## src/rtl/pwm_match_pkg.sv

```systemverilog
package pwm_match_pkg;

   typedef enum logic [1:0] {
      ACT_KEEP = 2'b00,
      ACT_LOW  = 2'b01,
      ACT_HIGH = 2'b10,
      ACT_FLIP = 2'b11
   } match_act_e;

   // register offsets are laid out after the per-channel compare words
   function automatic int unsigned period_addr(input int unsigned nch);
      return nch;
   endfunction

   function automatic int unsigned mode_addr(input int unsigned nch);
      return nch + 1;
   endfunction

   function automatic int unsigned action_addr(input int unsigned nch);
      return nch + 2;
   endfunction

endpackage

```

## src/rtl/pwm_cycle_counter.sv

```systemverilog
module pwm_cycle_counter #(
   parameter int unsigned CNT_W = 32
) (
   input  logic             clk,
   input  logic             rst_n,
   input  logic             tick,
   input  logic [CNT_W-1:0] period,
   output logic [CNT_W-1:0] count,
   output logic [CNT_W-1:0] next_count,
   output logic             at_end
);

   logic [CNT_W-1:0] cnt_q;

   always_comb begin
      at_end     = (cnt_q == period);
      next_count = at_end ? '0 : cnt_q + 1'b1;
   end

   always_ff @(posedge clk) begin
      if (!rst_n) begin
         cnt_q <= '0;
      end else if (tick) begin
         cnt_q <= next_count;
      end
   end

   assign count = cnt_q;

endmodule

```

## src/rtl/pwm_match_regs.sv

```systemverilog
module pwm_match_regs
   import pwm_match_pkg::*;
#(
   parameter int unsigned CNT_W  = 32,
   parameter int unsigned NCH    = 3,
   parameter int unsigned ADDR_W = 3
) (
   input  logic                      clk,
   input  logic                      rst_n,
   input  logic                      wr_en,
   input  logic [ADDR_W-1:0]         wr_addr,
   input  logic [CNT_W-1:0]          wr_data,
   output logic [NCH-1:0][CNT_W-1:0] match_val,
   output logic [CNT_W-1:0]          period_val,
   output logic [NCH-1:0]            pwm_mode,
   output match_act_e [NCH-1:0]      action
);

   localparam int unsigned PER_A = period_addr(NCH);
   localparam int unsigned MOD_A = mode_addr(NCH);
   localparam int unsigned ACT_A = action_addr(NCH);
   localparam int unsigned ACT_W = 2 * NCH;

   for (genvar k = 0; k < NCH; k++) begin : g_cmp
      always_ff @(posedge clk) begin
         if (!rst_n) begin
            match_val[k] <= '0;
         end else if (wr_en && (wr_addr == ADDR_W'(k))) begin
            match_val[k] <= wr_data;
         end
      end
   end

   always_ff @(posedge clk) begin
      if (!rst_n) begin
         period_val <= '0;
         pwm_mode   <= '0;
      end else if (wr_en) begin
         if (wr_addr == ADDR_W'(PER_A)) period_val <= wr_data;
         if (wr_addr == ADDR_W'(MOD_A)) pwm_mode   <= wr_data[NCH-1:0];
      end
   end

   logic [ACT_W-1:0] act_bits;

   always_ff @(posedge clk) begin
      if (!rst_n) begin
         act_bits <= '0;
      end else if (wr_en && (wr_addr == ADDR_W'(ACT_A))) begin
         act_bits <= wr_data[ACT_W-1:0];
      end
   end

   for (genvar k = 0; k < NCH; k++) begin : g_act
      assign action[k] = match_act_e'(act_bits[2*k +: 2]);
   end

endmodule

```

## src/rtl/pwm_out_channel.sv

```systemverilog
module pwm_out_channel
   import pwm_match_pkg::*;
#(
   parameter int unsigned CNT_W = 32
) (
   input  logic             clk,
   input  logic             rst_n,
   input  logic             tick,
   input  logic             at_end,
   input  logic [CNT_W-1:0] next_count,
   input  logic [CNT_W-1:0] match_val,
   input  logic [CNT_W-1:0] period_val,
   input  logic             pwm_mode,
   input  match_act_e       action,
   output logic             pin
);

   logic hit;
   logic in_range;
   logic pin_q;

   always_comb begin
      hit      = (next_count == match_val);
      in_range = (match_val < period_val);
   end

   always_ff @(posedge clk) begin
      if (!rst_n) begin
         pin_q <= 1'b0;
      end else if (tick) begin
         if (pwm_mode) begin
            if (at_end) begin
               pin_q <= hit && in_range;
            end else if (hit && in_range) begin
               pin_q <= 1'b1;
            end
         end else if (hit) begin
            unique case (action)
               ACT_KEEP: pin_q <= pin_q;
               ACT_LOW:  pin_q <= 1'b0;
               ACT_HIGH: pin_q <= 1'b1;
               ACT_FLIP: pin_q <= ~pin_q;
               default:  pin_q <= pin_q;
            endcase
         end
      end
   end

   assign pin = pin_q;

endmodule

```

## src/rtl/pwm_match_unit.sv

```systemverilog
module pwm_match_unit
   import pwm_match_pkg::*;
#(
   parameter int unsigned CNT_W  = 32,
   parameter int unsigned NCH    = 3,
   parameter int unsigned ADDR_W = 3
) (
   input  logic              clk,
   input  logic              rst_n,
   input  logic              wr_en,
   input  logic [ADDR_W-1:0] wr_addr,
   input  logic [CNT_W-1:0]  wr_data,
   input  logic              tick,
   output logic [CNT_W-1:0]  count,
   output logic [NCH-1:0]    mat_out
);

   localparam int unsigned NREG = NCH + 3;

   if (NCH < 1) begin : g_bad_nch
      $error("pwm_match_unit: NCH must be at least 1");
   end
   if ((1 << ADDR_W) < NREG) begin : g_bad_addr
      $error("pwm_match_unit: ADDR_W too narrow for the register count");
   end
   if (2 * NCH > CNT_W || NCH > CNT_W) begin : g_bad_width
      $error("pwm_match_unit: CNT_W too narrow for mode and action fields");
   end

   logic [NCH-1:0][CNT_W-1:0] match_q;
   logic [CNT_W-1:0]          period_q;
   logic [NCH-1:0]            pwm_en_q;
   match_act_e [NCH-1:0]      act_q;
   logic [CNT_W-1:0]          next_cnt;
   logic                      cyc_end;

   pwm_match_regs #(
      .CNT_W (CNT_W),
      .NCH   (NCH),
      .ADDR_W(ADDR_W)
   ) u_regs (
      .clk       (clk),
      .rst_n     (rst_n),
      .wr_en     (wr_en),
      .wr_addr   (wr_addr),
      .wr_data   (wr_data),
      .match_val (match_q),
      .period_val(period_q),
      .pwm_mode  (pwm_en_q),
      .action    (act_q)
   );

   pwm_cycle_counter #(
      .CNT_W(CNT_W)
   ) u_cnt (
      .clk       (clk),
      .rst_n     (rst_n),
      .tick      (tick),
      .period    (period_q),
      .count     (count),
      .next_count(next_cnt),
      .at_end    (cyc_end)
   );

   for (genvar k = 0; k < NCH; k++) begin : g_ch
      pwm_out_channel #(
         .CNT_W(CNT_W)
      ) u_ch (
         .clk       (clk),
         .rst_n     (rst_n),
         .tick      (tick),
         .at_end    (cyc_end),
         .next_count(next_cnt),
         .match_val (match_q[k]),
         .period_val(period_q),
         .pwm_mode  (pwm_en_q[k]),
         .action    (act_q[k]),
         .pin       (mat_out[k])
      );
   end

endmodule

```

## config.mk

```make
export PLATFORM = sky130hd
export DESIGN_NAME = pwm_match_unit
export DESIGN_NICKNAME = d
export VERILOG_FILES = /design/src/rtl/pwm_match_pkg.sv /design/src/rtl/pwm_cycle_counter.sv /design/src/rtl/pwm_match_regs.sv /design/src/rtl/pwm_out_channel.sv /design/src/rtl/pwm_match_unit.sv
export SDC_FILE = /design/constraint.sdc
export NUM_CORES = 1
export LEC_CHECK = 0
export ABC_AREA = 0
export CAP_MARGIN = 20
export CORE_MARGIN = 8
export CORE_UTILIZATION = 45
export CTS_CLUSTER_DIAMETER = 60
export DETAILED_ROUTE_END_ITERATION = 7
export DONT_BUFFER_PORTS = 1
export PLACE_DENSITY = 0.68
export SLEW_MARGIN = 20
export SYNTH_ARGS = -nofsm -noshare
export SYNTH_HDL_FRONTEND = slang
export SYNTH_SLANG_ARGS = --single-unit
```

## constraint.sdc

```tcl
create_clock -name clk -period 4.51 [get_ports clk]
set_input_delay 0.451 -clock clk [delete_from_list [all_inputs] [get_ports clk]]
set_output_delay 0.451 -clock clk [all_outputs]
set_load 0.01 [all_outputs]
```

### Yosys cells after proc, flatten, opt, wreduce, memory -nomap -nowiden

Index checks and enable logic that the tools add are counted.

* $add $sub $neg: 1
* magnitude comparators: 3
* eq/ne operators: 24
* muxes and demuxes: 16
* bitwise operators: 3
* reduce and logical (&&, ||, !) cells: 19

Operators by type and width (count)
* equality test 32 bit: 4
* less-than comparator 32 bit: 3
* adder 32 x 1 -> 32 bit, second input constant: 1
* two-way mux 32 bit: 1
* equality test 2 bit, second input constant: 6
* two-way mux 1 bit: 12
* AND reduction 4 bit: 3
* != test 3 x 2 -> 1 bit, second input constant: 3
* case mux 1 bit (3 select lines): 3
* logical AND 1 bit: 7
* equality test 2 x 1 -> 1 bit, second input constant: 3
* equality test 3 x 2 -> 1 bit, second input constant: 2
* equality test 3 bit, second input constant: 2
* zero test 2 bit: 3
* != test 2 bit, second input constant: 3
* nonzero test 2 bit: 3
* AND reduction 2 bit: 2
* equality test 3 x 1 -> 1 bit, second input constant: 1
* zero test 3 bit: 1
* NOT 1 bit: 3

* register bits: 172
* input bits: 39
* output and inout bits: 35
* logic and storage cells: 76

### Depth between registers and ports, before layout

* word-level depth: 7
* depth in mapped cells: 14
* mapped depth without buffers: 12

### Hierarchy

From an unflattened synthesis, not the netlist that was laid out.

* cell total of the unflattened synthesis: 1379
* area total of the unflattened synthesis: 11760.0 µm²

By module, submodules not included
* pwm_match_regs: instances 1, cells each 483, area each 5009.8 µm², seq. area each 2742.6 µm²
* pwm_out_channel: instances 3, cells each 164, area each 1218.7 µm², seq. area each 20.0 µm²
* pwm_cycle_counter: instances 1, cells each 404, area each 3094.2 µm², seq. area each 640.6 µm²

### Least setup slack after synthesis

OpenSTA, ideal clock, no wires.

* path type: reg2reg
* start: register u_cnt.cnt_q[1] (netlist: u_cnt.count[1])
* end: register g_ch[1].u_ch.pin_q
* setup time: 0.127 ns
* arrival time: 3.616 ns
* required time: 4.383 ns
* slack: 0.767 ns
* stages on the path, launching flop included: 13
* path buffers: 1
* period minus slack after synthesis: 3.743 ns
* path through: dfxtp_1 ha_1 nand3_2 buf_2 nor3_1 xnor2_4 xnor2_1 o32a_1 a2111oi_0 nand4_1 or4_1 o2111ai_1 or3b_1

* word-level cells in the longest chain between the ends: 6
* elaborated cells on any way between the ends: 10
* classes of those cells: 1 x add/sub; 3 x eq/ne; 3 x mux; 3 x reduce/logical

Ends and longest elaborated chain
* start: declaration: line pwm_cycle_counter.sv:13 `logic [CNT_W-1:0] cnt_q;`
* start signal: assignment: line pwm_cycle_counter.sv:24 `cnt_q <= next_count;`
* adder 32 x 1 -> 32 bit or equality test 32 bit (tied branches): line pwm_cycle_counter.sv:17, pwm_cycle_counter.sv:16
* two-way mux 32 bit: line pwm_cycle_counter.sv:17 `next_count = at_end ? '0 : cnt_q + 1'b1;`
* equality test 32 bit: line pwm_out_channel.sv:23 `hit = (next_count == match_val);`
* logical AND 1 bit: line pwm_out_channel.sv:33, pwm_out_channel.sv:34
* != test 3 x 2 -> 1 bit (no source line) or two-way mux 1 bit (tied branches)
* AND reduction 4 bit (no source line) or two-way mux 1 bit (tied branches)
* end signal: assignment: line pwm_out_channel.sv:33 `pin_q <= hit && in_range;`
* end signal: assignment: line pwm_out_channel.sv:39 `ACT_KEEP: pin_q <= pin_q;`
* end signal: assignment: line pwm_out_channel.sv:42 `ACT_FLIP: pin_q <= ~pin_q;`
* end: declaration: line pwm_out_channel.sv:20 `logic pin_q;`

Several ways; a longest one is shown, not always the timed one.
A chain may end at the register's enable or synchronous reset.

### Final worst setup path

* start: register u_cnt.cnt_q[5] (netlist: u_cnt.count[5])
* end: register g_ch[0].u_ch.pin_q

* word-level cells in the longest chain between the ends: 6
* elaborated cells on any way between the ends: 10
* classes of those cells: 1 x add/sub; 3 x eq/ne; 3 x mux; 3 x reduce/logical

Ends and longest elaborated chain (line)
* adder 32 x 1 -> 32 bit or equality test 32 bit (tied branches): pwm_cycle_counter.sv:17, pwm_cycle_counter.sv:16
* two-way mux 32 bit: pwm_cycle_counter.sv:17
* equality test 32 bit: pwm_out_channel.sv:23
* logical AND 1 bit: pwm_out_channel.sv:33, pwm_out_channel.sv:34
* != test 3 x 2 -> 1 bit (no source line) or two-way mux 1 bit (tied branches)
* AND reduction 4 bit (no source line) or two-way mux 1 bit (tied branches)
* end signal: assignment: pwm_out_channel.sv:33
* end signal: assignment: pwm_out_channel.sv:39
* end signal: assignment: pwm_out_channel.sv:42
* end: declaration: pwm_out_channel.sv:20

Several ways; a longest one is shown, not always the timed one.

==> flow_summary_export.csv <==
group,metric,value,unit
floorplan,ios,74,
floorplan,initial_core_util,0.459,
min_path,holdPathStages,2,
logic_synthesis,syn-mean-instance-area,7.69,um^2
clocking,numCtsBuffers,17,
floorplan,core_area,0.0261,mm^2
place,io_buffers,0,
sta,setup_viol,0,
power_and_ir_drop,p_leak,4.77,nW
worst_setup_path,worstReg2RegEnd,"g_ch[0].u_ch.pin",
logic_synthesis,synth_ff_type,"dfxtp_1",
clocking,holdBufCountCts,0,
sta,grt_setup_unrepaired,"no",
floorplan,die_area,0.0321,mm^2
clocking,h-tree-depth,4,
final_layout,diodes,0,
power_and_ir_drop,peakVddDrop,266,uV
worst_setup_path,cp_max_fo,15,
place,dpl_worst_slack,245,ps
clocking,clk-insertion-delay-late,440,ps
logic_synthesis,synth-seq-cells,172,
sta,hold_viol,0,
final_layout,syn_to_final_growth,8.74,%
worst_setup_path,cp-start-kind,"register",
drt,wire_per_inst,22.6,um
drt,wirelength,42500,um
place,gp_congestion,1.00,
logic_synthesis,synth_cells,1561,
sta,finalClockSkew,12.6,ps
logic_synthesis,yosys_warnings,0,
sta,clock.fmax,0.233,GHz
floorplan,die_y,179,um
sta,worst_slack,226,ps
worst_setup_path,r2r_slack,230,ps
clocking,cts_resized,0,
drt,drtIter0Drc,1691,
worst_setup_path,slowest_stage,"or4_1",
drt,ant_nets,0,
run_status,run_status,"finished clean",
floorplan,fp-row-count,59,
clocking,clockBufferDepth,2,
drt,first_pass_iters,6,
sta,post-route-min-period,4280,ps
clocking,post-cts-setup-buffers,0,
min_path,hold_path_end,"u_regs.period_val[30]",
global_routing,gr-usage-all-layers,0.263,
drt,drc,0,
worst_setup_path,slowest_delay,670,ps
logic_synthesis,synth_edf_count,0,
min_path,hold_path_class,"in2reg",
logic_synthesis,syn_area,0.0120,mm^2
logic_synthesis,synthArstFlopShare,0,
worst_setup_path,path_cells,"nand4_4, or4_1, o21ai_0, nor2b_1, a21oi_1, or3_1, a31oi_1, nand4_1, nor4_1, mux2_2",
sta,setup-tns-final,0,ps
logic_synthesis,ys_seq_area_frac,0.287,
clocking,clock-sinks,172,
worst_setup_path,end_kind,"register",
logic_synthesis,synth_cell_types,76,
global_routing,grt_pass1_vias,10500,
drt,vias,11700,
sta,maxSlewViolCount,0,
final_layout,finish.utilization,0.499,
global_routing,grt_pass1_wl,64000,um
final_layout,layout-drive-gt1-share,0.0776,
floorplan,dieWidth,179,um
worst_setup_path,cp.arrival,4620,ps
final_layout,final_nets,1667,
worst_setup_path,crit_type,"reg2reg",
global_routing,grt_overflow,0,
worst_setup_path,r2r_cells,10,
sta,worstMarginPinSlew,906,ps
drt,viasPerCell,6.21,
clocking,clkSlewWorstSetupHoldPaths,70,ps
min_path,hold_start,"wr_data[30]",
logic_synthesis,syn-num-nets,1694,
clocking,cts_tree,"done",
global_routing,grt_max_degree,70,
clocking,ctsRootBufferMaster,"clkbuf_16",
worst_setup_path,r2r-start,"u_cnt.count[5]",
power_and_ir_drop,power_density,296,mW/mm^2
sta,fin_crit_sh,0.950,
worst_setup_path,required,4840,ps
run,maxCapViolCount,0,
final_layout,layout_common_cells,"310 x nand2_1, 186 x a21oi_1, 172 x dfxtp_1",
sta,relSlewSlack,0.392,
place,hpwl,32000,um
global_routing,antenna_found_initial,0,
final_layout,mostFrequentLayoutCell,"nand2_1",
cells in the mapped netlist, types with 12 or more instances:
cell type	instances	area [um^2]
nand2_1	311	1170
a21oi_1	186	931
dfxtp_1	172	3440
ha_1	94	1180
nor2_1	84	315
xnor2_1	81	709
clkbuf_1	62	233
o21ai_0	51	255
inv_1	45	169
nand4_1	42	263
xor2_1	33	289
a31oi_1	29	181
nand3_1	27	135
a21o_1	25	188
nor3_1	23	115
nor2b_1	20	125
mux2i_1	18	180
buf_2	17	85.1
nand2b_1	16	100
o32ai_1	15	131
nor4_1	13	81.3
nor4b_1	13	114
a211oi_1	12	90.1
and3_1	12	75.1
critical path, delay by kind of cell, from the launching register on:
kind             cells  cell delay [ps]
flip-flops           1              610
AND/OR/NAND/NOR      6             2540
multiplexers         1              400
AO/OA/AOI/OAI        3              630
flip-flops by register name, summed over array words and instances, names as in the netlist:
register and flops:
g_ch.u_ch.pin 3, u_regs.match_val 96, u_regs.pwm_mode 3, u_cnt.count 32, u_regs.action 6, u_regs.period_val 32
area by class of cell:
type | instances | area (um^2)
well taps | 335 | 419
fillers | 2577 | 13100
flip-flops and latches | 172 | 3440
clock inverters | 14 | 206
multi-input cells | 1243 | 7950
inverters | 46 | 175
repair buffers | 54 | 418
clock buffers | 18 | 439
how the worst max path moves through the flow:
stage	startpoint	endpoint	cells past startpoint
finish	u_cnt.count[5]	g_ch[0].u_ch.pin	10
global route	u_cnt.count[18]	g_ch[1].u_ch.pin	10
CTS	u_cnt.count[5]	g_ch[1].u_ch.pin	10
detailed placement	u_cnt.count[5]	g_ch[1].u_ch.pin	10
global placement	u_cnt.count[5]	g_ch[1].u_ch.pin	10
floorplan	u_cnt.count[1]	g_ch[1].u_ch.pin	12
layer usage:
layer | part of all wire | wire (um) | track usage | vias to the layer above
met5 | 0 | 0 | 0 | -
met4 | 0.029 | 1250 | 0.0934 | 0
met3 | 0.12 | 4940 | 0.0636 | 79
met2 | 0.42 | 17800 | 0.390 | 602
met1 | 0.44 | 18500 | 0.365 | 5513
li1 | - | - | - | 5485
kinds of logic after synthesis:
group                      count (synthesis)  synth area share
AOI/OAI and AO/OA                        380             0.193
muxes                                     22            0.0188
and+or+nand+nor                          627             0.256
adders and majority gates                 94            0.0980
xor gates and xnor gates                 120            0.0949
DFF                                      172             0.287
buffers and inverters                    146            0.0524
metrics by stage:
step	total power, mW	std cells	hold WS (ps)	cell area (um^2)
2_1_floorplan	2.02	1561	458	12000
3_3_place_gp	2.22	1847	471	12400
3_5_place_dp	2.23	1847	476	12400
4_1_cts	3.85	1879	130	13000
5_1_grt	3.97	1882	128	13000
6_report	3.87	1882	135	13000
where the power goes:
part	switching (mW)	internal, mW
Combinational	0.388	0.224
Sequential	0.0520	1.55
Clock	0.699	0.957
No activity file was read; power rests on OpenSTA's default activity.
